--- config.mk ---
export PLATFORM = sky130hd
export DESIGN_NAME = core_ctl_reg
export DESIGN_NICKNAME = d
export VERILOG_FILES = /design/src/rtl/core_ctl_reg.sv
export SDC_FILE = /design/constraint.sdc
export NUM_CORES = 1
export LEC_CHECK = 0
export BUFFER_PORTS_ARGS = -buffer_cell sky130_fd_sc_hd__clkbuf_2
export CAP_MARGIN = 20
export CORE_ASPECT_RATIO = 0.75
export CORE_MARGIN = 10
export CORE_UTILIZATION = 37
export CTS_CLUSTER_SIZE = 40
export DETAILED_ROUTE_END_ITERATION = 10
export PLACE_DENSITY_LB_ADDON = 0.25
export SLEW_MARGIN = 5
export SYNTH_ARGS = -nofsm -noshare
export SYNTH_HDL_FRONTEND = slang
export SYNTH_SLANG_ARGS = --single-unit
--- constraint.sdc ---
create_clock -name clk -period 4 [get_ports clk]
set_clock_uncertainty 0.15 [all_clocks]
set_input_delay 0.4 -clock clk [delete_from_list [all_inputs] [get_ports clk]]
set_output_delay 0.4 -clock clk [all_outputs]
set_load 0.005 [all_outputs]
--- src/rtl/core_ctl_reg.sv ---
module core_ctl_reg #(
  parameter int DIS_CYCLES = 4,
  parameter logic [15:0] WR_KEY = 16'h05FA,
  parameter logic [15:0] RD_KEY = 16'hFA05
) (
  input  logic        clk,
  input  logic        rst_n,
  input  logic        wr_en,
  input  logic [31:0] wr_data,
  output logic [31:0] rd_data,
  output logic        core_clk_en,
  output logic        core_rst,
  output logic        dbg_stall,
  output logic        ctx_clear
);
  localparam int CW = $clog2(DIS_CYCLES + 1) + 1;

  typedef enum logic [1:0] {RUN, HOLD, WAKE} phase_t;

  phase_t        phase;
  logic [CW-1:0] cnt;
  logic          stall_q;
  logic          clr_q;

  wire key_ok  = wr_en && (wr_data[31:16] == WR_KEY);
  wire kill    = key_ok && !wr_data[1];
  wire en_bit  = (phase == RUN);

  always_ff @(posedge clk or negedge rst_n) begin
    if (!rst_n) begin
      phase   <= RUN;
      cnt     <= '0;
      stall_q <= 1'b0;
      clr_q   <= 1'b0;
    end else begin
      clr_q <= 1'b0;
      if (key_ok) stall_q <= wr_data[0];
      if (kill) begin
        if (phase == RUN) clr_q <= 1'b1;
        phase <= HOLD;
        cnt   <= CW'(DIS_CYCLES - 1);
      end else begin
        case (phase)
          HOLD: if (cnt == '0) phase <= WAKE;
                else cnt <= cnt - 1'b1;
          WAKE: phase <= RUN;
          default: phase <= RUN;
        endcase
      end
    end
  end

  assign core_rst    = (phase != RUN);
  assign core_clk_en = (phase != HOLD);
  assign dbg_stall   = stall_q;
  assign ctx_clear   = clr_q;
  assign rd_data     = {RD_KEY, 14'd0, en_bit, stall_q};

  a_r2_bad_key_holds: assert property (@(posedge clk) disable iff (!rst_n)
    (wr_en && wr_data[31:16] != WR_KEY && phase == RUN) |=> $stable(dbg_stall) && !core_rst);
  a_r5_disable_resets: assert property (@(posedge clk) disable iff (!rst_n)
    kill |=> core_rst && !core_clk_en);
  a_r6_clk_before_release: assert property (@(posedge clk) disable iff (!rst_n)
    $fell(core_rst) |-> $past(core_clk_en) && $past(core_rst));
  a_r8_clear_in_reset: assert property (@(posedge clk) disable iff (!rst_n)
    ctx_clear |-> core_rst && !core_clk_en);
  a_r8_single_pulse: assert property (@(posedge clk) disable iff (!rst_n)
    ctx_clear |=> !ctx_clear);
  a_r4_stall_follows: assert property (@(posedge clk) disable iff (!rst_n)
    key_ok |=> dbg_stall == $past(wr_data[0]));
endmodule

* Word level (Yosys, flattened, before mapping)
Cells that the tools add are included.
Operators by class: equality and inequality tests 5, reduce and logical (&&, ||, !) cells 8, div/mod/pow operators 0, shifts and indexed selects 0, add/subtract/negate cells 1, multiply operators 0, bitwise operators 0, $lt $le $gt $ge 0, multiplexer cells 8
Operators with widths (count):
- == test 16 x 11 -> 1 bit (second input constant) | 1
- 2-to-1 mux 4 bit | 3
- 2-to-1 mux 2 bit | 3
- zero test 4 bit | 1
- nonzero test 2 bit | 2
- subtractor 4 x 1 -> 4 bit (second input constant) | 1
- inequality test 3 bit (second input constant) | 1
- == test 2 x 1 -> 1 bit (second input constant) | 1
- logical AND 1 bit | 2
- zero test 2 bit | 1
- 2-to-1 mux 1 bit | 2
- inequality test 2 x 1 -> 1 bit (second input constant) | 1
- inequality test 2 bit (second input constant) | 1
- AND reduction 2 bit | 1
- zero test 1 bit | 1
Word-level totals: memory bits (writable) 0, word-level logic and storage cells 26, output and inout bits 36, flip-flop bits (word level) 8, bits in read-only memories 0, bits in latches 0, memories 0

* Longest topological paths before layout
Gate-level depths: netlist (run 1).
word-level depth 5, depth in mapped cells 6, mapped depth without buffers 6

* Least setup slack after synthesis (run 1)
OpenSTA, ideal clock, no wires.
kind register to register, from reg cnt[0], to reg cnt[0], setup time 120 ps, path slack 2423 ps, clock period less this slack 1577 ps, required time 3730 ps, cell stages (with the launch flop) 7, buffers on the path 0, arrival time 1308 ps, cells stage by stage dfrtp_1 > inv_1 > ha_1 > or3b_1 > nand2_1 > xnor2_1 > nand2_1
Between the ends: longest elaborated chain between the ends 4, elaborated cells between the ends (all ways) 7
Ends and longest elaborated chain:
- from (decl) | RTL line 21 | logic [CW-1:0] cnt;
- from (signal assigned) | RTL line 41 | cnt <= CW'(DIS_CYCLES - 1);
- from (signal assigned) | RTL line 45 | else cnt <= cnt - 1'b1;
- subtractor 4 x 1 -> 4 bit | RTL line 45
- 2-to-1 mux 4 bit | RTL line 44 | HOLD: if (cnt == '0) phase <= WAKE;
- 2-to-1 mux 4 bit | RTL line 43 | case (phase)
- 2-to-1 mux 4 bit | RTL line 38 | if (kill) begin
Parallel ways exist; a longest one is shown, timed or not. The select of a mux whose other input is x is not followed. A chain may end at the register's enable or synchronous reset.

* Worst setup path after layout (run 1)
Ends and elaborated chain as after synthesis.

==> metrics.txt, run 1 <==
outcome=complete, no violations; CTS H-Tree Depth=1; CTS Buf Count=3; Routed WL per cell=between 10 and 15 um; worst reg-to-reg setup slack=2310 ps; placed wire-length estimate=1340 um; Worst setup SP type=flop; area occupied by multi-input gates=332 um^2; Post-Syn Area=682 um^2; Critical path origin=cnt[0]$_DFFE_PN0P_; # IOs=71; Seq cells post-synth=8; Post-synth EDFFs=0; Fin. Hold Viols=0; global-route wire length before repair=2570 um; Core ar.=0.00174 mm^2; Register Area=around 200 um^2; synth cell count leaders=32 x buf_4, 8 x dfrtp_1, 5 x nand2_1, 4 x inv_1, 4 x nor3_1; DRT Pass-1 Iters=4; Worst EP required=about 4000 ps; vias in the first global route=582; routed vias=498; Layout Area Growth over Synthesis=8.07%; CTS tree=built; Core Util, Final=42.3%; clock root buffer=clkbuf_4; filler cell count in the final layout=185; Die Height=57.2 um; largest net degree at the start of global routing=9; DR vias/cell=4.02; Hold WC Path Type=in -> reg; ys async rst share=100%; Die W=between 60 and 70 um; Power Dens Cells=219 mW/mm^2; Worst-Skew Late Latency=between 200 and 300 ps; Hold Crit Endpoint=dbg_stall$_DFFE_PN0P_; # setup viols final=0; critical path cell sequence=inv_1, ha_1, or3b_1, nand2_1, xnor2_1, nand2_1; initial antenna violation count=0; cell taking the most area after synthesis=buf_4; MaxCap Viol Count=0; clk sinks=8; die area=0.00398 mm^2; post-route minimum period=1690 ps; maximum VDD drop=approximately 0.14 mV; setup TNS=0 ps; reg2reg path depth=6; drt total wl=1440 um; synth warn=0; post-synth top area share=35.2%; gr usage total=7.75%; Final GP Congestion=0.793; Routed Antenna Nets=0; CP max-delay cell=or3b_1; total power=0.000161 W; Gate Count Post-Synth=76; RSZ-0062 raised after global routing=no; Synth Flop Type=dfrtp_1; Worst Hold Launch=wr_data[0]; post-synthesis sequential area ratio=29.4%; fmax=slightly below 600 MHz; CP max stage delay=about 400 ps; Synth Area per Inst=8.97 um^2; period utilization=42.4%; Starting Density=39.2%; R2R Path Start=cnt[0]$_DFFE_PN0P_; Synth cell types=22; Rows=13; Layout Nets=141; Worst-path clk slew=50 ps; max-slew violation count=0; Buffers on Ports=26; GRT overflow=0; top-count cell post-synth=buf_4; Hold Path Depth=2; diode count=0; crit path capture type=flop; Starting DRT DRC Count=19; crit path DAT=1670 ps; clk buf depth=2; Residual DRC=0; RR Endpoint=cnt[0]$_DFFE_PN0P_; crit-path max FO=4; static leakage=0.440 nW; share of layout cells above drive strength 1=34.3%; most used cell, CP=nand2_1; kind of critical path=reg -> reg; ranking of synthesized cells by area=buf_4 35%, dfrtp_1 29%, ha_1 3.7%
==> final cells by class <==
class                           count  share of cell area, %
Clock buffer                        3                   3.06
Inverter                            4                   2.04
Multi-Input combinational cell     60                   45.0
Sequential cell                     8                   27.2
Tap cell                           22                   3.74
Timing Repair Buffer               27                   19.0
==> per-stage QoR <==
step           cell area, um^2  setup WS [ps]  instances  hold slack (ps)
3_5_place_dp               704           2320        120              107
3_3_place_gp               704           2330        120              109
5_1_grt                    737           2200        124              240
2_1_floorplan              787           2420        104            -45.6
6_report                   737           2310        124              236
4_1_cts                    737           2300        124              230
==> power breakdown <==
part | switching [W] | total (W) | leakage [nW] | internal, W
Clock | 0.0000243 | 0.0000584 | 0.0138 | 0.0000341
Sequential | 0.000000125 | 0.0000814 | 0.0910 | 0.0000813
Combinational | 0.0000124 | 0.0000213 | 0.336 | 0.00000891
==> state kept, by name, indices dropped and copies added (netlist names) <==
signal	count
cnt	4
ctx_clear	1
dbg_stall	1
phase	2
==> per-layer routing <==
metal	part of all wire [%]	vias to the layer above	wire, um	GRT usage (%)
li1	-	232	-	-
met1	39	224	558	7.63
met2	43	40	620	11.7
met3	18	2	257	7.94
met4	0.28	0	4	0.860
met5	0	-	0	0
==> layout by cell type (no fill, tap or decap) <==
cell	netlist	final
nand2_1	5	5
o211ai_2	1	1
mux2_2	1	1
conb_1	2	30
nor2_2	1	1
clkbuf_4	0	3
or3b_1	1	1
and4bb_1	1	1
nand4_2	1	1
xnor2_1	1	1
dfrtp_1	8	8
inv_1	4	4
or2_2	1	1
nand3_1	2	2
nor2_1	3	3
xor2_1	2	2
nor4bb_1	1	1
or3_4	1	1
ha_1	2	2
dlygate4sd3_1	0	1
nor2b_1	1	1
clkbuf_2	0	26
nor3_1	4	4
and4b_1	1	1
==> logic make-up (layout without fill, tap and decap cells) <==
kind of cell,Yosys count,in the layout,share of synthesized area [%]
AOI/OAI and AO/OA,1,1,1.83
xor gates and xnor gates,3,3,3.85
adders and majority gates,2,2,3.67
buffers and inverters,36,34,37.4
DFF,8,8,29.4
muxes,1,1,1.65
other,2,30,1.10
and+or+nand+nor,23,23,21.1
==> critical path: cells and delay by family, from the launching register on <==
kind / cells / cell delay (ps)
flip-flops: 1 / 380
adder cells (fa/ha/maj): 1 / 140
AND/OR/NAND/NOR: 3 / 660
buffers and inverters: 1 / 110
XOR/XNOR: 1 / 140
==> how the worst max path moves through the flow <==
stage | end | slack (ps) | depth (start not counted)
3_5_place_dp | cnt[0]$_DFFE_PN0P_ | 2320 | 6
3_3_place_gp | cnt[0]$_DFFE_PN0P_ | 2330 | 6
6_report | cnt[0]$_DFFE_PN0P_ | 2310 | 6
4_1_cts | cnt[0]$_DFFE_PN0P_ | 2300 | 6
5_1_grt | cnt[0]$_DFFE_PN0P_ | 2200 | 6
2_1_floorplan | cnt[0]$_DFFE_PN0P_ | 2420 | 6
==> repair_timing <==
action	4_1_cts	5_1_grt
resized for setup	0	0
endpoints found under the hold margin	8	0
hold buffers	1	0
setup buffers	0	0
Note: power is estimated with default switching activity, not from simulation.
==> run 2: changes to the inputs <==
- CORE_UTILIZATION: 37 -> 34
- clock period: 4 -> 1.6 ns (I/O delays scaled with it)
==> metrics.txt, run 2 (same netlist as run 1, synthesis figures left out) <==
routed vias=497; share of layout cells above drive strength 1=41.0%; Core ar.=0.00182 mm^2; CP max-delay cell=or3b_4; crit-path max FO=4; Starting DRT DRC Count=9; # setup viols final=0; met2 usage=12.3%; clock root buffer=clkbuf_4; kind of critical path=reg -> reg; clk buf depth=2; diode count=0; sw frac=approximately a quarter; drt total wl=1600 um; Residual DRC=0; global-route wire length before repair=between 2000 and 3000 um; Worst-path clk slew=50 ps; Worst-Skew Late Latency=between 200 and 300 ps; RSZ-0062 raised after global routing=yes; fmax=roughly 630 MHz; GR Util met1=6.81%; Seq pwr share=49.3%; placed wire-length estimate=1420 um; # IOs=71; max-slew violation count=0; Routed WL per cell=12.6 um; combinational fraction of design power=13.6%; post-route insts no fill=127; GRT overflow=0; Layout Nets=144; Routed Antenna Nets=0; worst reg-to-reg setup slack=20 ps; Worst EP required=1570 ps; Biggest register=cnt; largest net degree at the start of global routing=9; vias in the first global route=600; Placed Cells=122; Net Switching=~0.000099 W; outcome=complete, no violations; number of buffers and inverters on the critical path=1; delay-heaviest family, CP=simple AND/OR/NAND/NOR gates; CTS Buf Count=3; P_int=roughly 0.00031 W; initial antenna violation count=0; setup TNS=0 ps; die area=0.00422 mm^2; Die Height=58.8 um; CTS H-Tree Depth=1; Final GP Congestion=0.760; period utilization=98.9%; max FFs per register=4; crit path DAT=~1600 ps; Buffers on Ports=26; CP max stage delay=~400 ps; DR vias/cell=3.91; Hold WC Path Type=in -> reg; Starting Density=between 30% and 40%; maximum VDD drop=0.378 mV; Die W=71.7 um; MaxCap Viol Count=0; post-route minimum period=1580 ps; most common cell after layout, fill and taps aside=conb_1; Fin. Hold Viols=0; commonest non-fill, non-tap cells in the layout=30 x conb_1, 26 x clkbuf_2, 8 x dfrtp_1, 4 x nor3_1, 4 x nand2_1; crit path capture type=flop; CTS tree=built; critical path cell sequence=inv_2, ha_1, or3b_4, nand3_1, xor2_1, nor2_1; met3 Track Usage GR=8.71%; Rows=13; biggest registers after layout=cnt (4), phase (2); static leakage=0.452 nW; Layout Area Growth over Synthesis=13.6%; DRT Pass-1 Iters=2; gr busiest metal=met2; clk sinks=8; clock share of power=between 30 and 40%; Power Dens Cells=532 mW/mm^2; Worst setup SP type=flop; gr usage total=8.09%
-- run 2: layout make-up --
| cell class | count | area (um^2) |
|---|---|---|
| Multi-Input combinational cell | 60 | 344 |
| Inverter | 4 | 15.0 |
| Fill cell | 195 | 1050 |
| Timing Repair Buffer | 30 | 165 |
| Tap cell | 22 | 27.5 |
| Clock buffer | 3 | 22.5 |
| Sequential cell | 8 | 200 |
-- run 2: power by group through the flow --
stage	logic, W	registers [W]	clock network [W]
after floorplan	0.0000739	0.000207	0
after global placement	0.0000480	0.000207	0
after detailed placement	0.0000495	0.000207	0
after CTS	0.0000532	0.000203	0.000164
after global routing	0.0000673	0.000203	0.000178
final	0.0000562	0.000203	0.000153
-- run 2: timing repair --
action | in CTS | in global routing
hold buffers | 2 | 0
pin swaps | 1 | 2
gates cloned | 0 | 0
setup endpoints to repair | 3 | 4
buffers inserted | 0 | 0
hold endpoints to repair | 9 | 0
gates resized for setup | 2 | 4
-- run 2: routing by layer --
layer	vias to the layer above	part of all wire [%]
met5	-	0
met4	0	1.1
met3	2	19
met2	41	44
met1	215	36
li1	239	-
-- run 2: metrics by stage --
step | setup WS, ps | total power (W) | hold slack, ps | cell area [um^2] | utilization (%)
final | 17.3 | 0.000412 | 63.0 | 774 | 42.5
after detailed placement | -32.4 | 0.000256 | -123 | 719 | 39.5
after CTS | 4.93 | 0.000420 | 56.0 | 767 | 42.1
after floorplan | 22.6 | 0.000281 | -286 | 787 | -
after global routing | -44.1 | 0.000448 | 68.4 | 774 | 42.5
after global placement | -27.1 | 0.000255 | -131 | 719 | 39.5
-- run 2: final timing paths --
check	from	end	cells past startpoint
worst max register to register	cnt[0]$_DFFE_PN0P_	cnt[3]$_DFFE_PN0P_	6
worst min-delay path	wr_data[1]	ctx_clear$_DFF_PN0_	3
min in group asynchronous	rst_n	cnt[3]$_DFFE_PN0P_	2
max in group asynchronous	rst_n	phase[1]$_DFFE_PN0P_	2
worst max-delay path	cnt[0]$_DFFE_PN0P_	cnt[3]$_DFFE_PN0P_	6
worst min register to register	dbg_stall$_DFFE_PN0P_	dbg_stall$_DFFE_PN0P_	1
-- run 2: worst register-to-register path: cells and delay by family (launching register included) --
kind / cells / cell delay, ps
and+or+nand+nor: 3 / 560
xor gates and xnor gates: 1 / 150
buffers and inverters: 1 / 60
adders and majority gates: 1 / 140
DFF: 1 / 390
==> run 3: changes to the inputs <==
- CELL_PAD_IN_SITES_DETAIL_PLACEMENT: not set -> 0
- CELL_PAD_IN_SITES_GLOBAL_PLACEMENT: not set -> 1
- CORE_UTILIZATION: 34 -> 22
==> metrics.txt, run 3 (same netlist as run 1, synthesis figures left out) <==
fmax=630 MHz; delay-heaviest family, CP=simple AND/OR/NAND/NOR gates; Routed Antenna Nets=0; outcome=complete, no violations; clk buf depth=2; Worst-path clk slew=about 40 ps; GRT overflow=0; Fin. Hold Viols=0; max-slew violation count=0; crit path DAT=1530 ps; most common cell after layout, fill and taps aside=conb_1; Worst EP required=1550 ps; crit-path max FO=4; die area=0.00575 mm^2; commonest non-fill, non-tap cells in the layout=30 x conb_1, 26 x clkbuf_2, 9 x buf_4, 8 x dfrtp_1; MaxCap Viol Count=0; Layout Nets=150; Final GP Congestion=0.742; number of buffers and inverters on the critical path=1; Buffers on Ports=26; maximum VDD drop=0.215 mV; post-route minimum period=roughly 1600 ps; kind of critical path=reg -> reg; Die Height=68.2 um; Starting Density=23.1%; Worst setup SP type=flop; DRT Pass-1 Iters=3; Layout Area Growth over Synthesis=29.9%; Power Dens Cells=564 mW/mm^2; biggest registers after layout=cnt (4), phase (2); clock root buffer=clkbuf_8; clk sinks=8; CP max stage delay=410 ps; global-route wire length before repair=2350 um; Routed WL per cell=approximately 12 um; CTS H-Tree Depth=1; CTS Buf Count=3; post-route insts no fill=149; critical path cell sequence=inv_2, ha_4, or3b_4, nand3_2, xor2_1, nor2_1; drt total wl=1720 um; DR vias/cell=3.44; Residual DRC=0; vias in the first global route=565; share of layout cells above drive strength 1=a little under half; crit path capture type=flop; filler cell count in the final layout=317; # setup viols final=0; RSZ-0062 raised after global routing=yes; setup TNS=0 ps; Placed Cells=141; diode count=0; CP max-delay cell=or3b_4; Rows=17; Die W=84.3 um; static leakage=0.494 nW; routed vias=513; Biggest register=cnt; Core ar.=0.00296 mm^2; Hold WC Path Type=in -> reg; gr usage total=under 10%; Starting DRT DRC Count=9; largest net degree at the start of global routing=9; Worst-Skew Late Latency=230 ps; max FFs per register=4; total power=0.000499 W; CTS tree=built; period utilization=99.1%; initial antenna violation count=0; # IOs=71; placed wire-length estimate=around 1500 um
==> run 3: power by group <==
part	switching (W)	leakage [nW]	total [W]	internal, W
sequential	0.000000321	0.0910	0.000204	0.000204
clock	0.0000768	0.0216	0.000240	0.000163
combinational	0.0000318	0.382	0.0000558	0.0000240
total	0.000109	0.494	0.000499	0.000390
==> run 3: timing repair <==
| item | 4_1_cts | 5_1_grt |
|---|---|---|
| pin swaps | 1 | 2 |
| endpoints found under the hold margin | 8 | 0 |
| setup endpoints to repair | 4 | 4 |
| resized for setup | 2 | 9 |
| cloned | 0 | 0 |
| hold buffers | 1 | 0 |
| setup buffers | 0 | 4 |
==> run 3: cell type report <==
class	instances	area, um^2	share of cell area [%]
Inverter	4	15.0	1.69
Multi-Input combinational cell	60	374	42.2
Clock buffer	3	41.3	4.66
Sequential cell	8	200	22.6
Tap cell	38	47.5	5.37
Timing Repair Buffer	36	208	23.4
==> run 3: final timing paths <==
kind,cells past startpoint,slack [ps],startpoint,to
max,6,10,cnt[0]$_DFFE_PN0P_,cnt[3]$_DFFE_PN0P_
min in group asynchronous,2,160,rst_n,phase[1]$_DFFE_PN0P_
min reg2reg,1,380,dbg_stall$_DFFE_PN0P_,dbg_stall$_DFFE_PN0P_
max reg2reg,6,10,cnt[0]$_DFFE_PN0P_,cnt[3]$_DFFE_PN0P_
min,2,9,wr_data[0],dbg_stall$_DFFE_PN0P_
max in group asynchronous,2,960,rst_n,cnt[0]$_DFFE_PN0P_
==> run 3: through the flow <==
stage / worst slack [ps] / hold WS (ps) / cell area, um^2 / util, %
6_report: 13.9 / 9.37 / 886 / 30.0
5_1_grt: -39.3 / 16.5 / 886 / 30.0
4_1_cts: -0.491 / 7.68 / 818 / 27.7
3_5_place_dp: -56.9 / -130 / 762 / 25.8
3_3_place_gp: -50.4 / -131 / 762 / 25.8
2_1_floorplan: 22.6 / -286 / 787 / -
==> run 3: layer usage <==
layer  GRT usage, %  vias up  part of all wire, %
li1               -      253                    -
met1           4.78      226                   38
met2           8.90       34                   50
met3           4.74        0                   12
met4          0.625        0                    0
met5              0        -                    0
==> run 3: worst register-to-register path, stage by stage (launching register included) <==
cell,delay (ps)
dfrtp_1,380
inv_2,90
ha_4,130
or3b_4,410
nand3_2,100
xor2_1,150
nor2_1,50
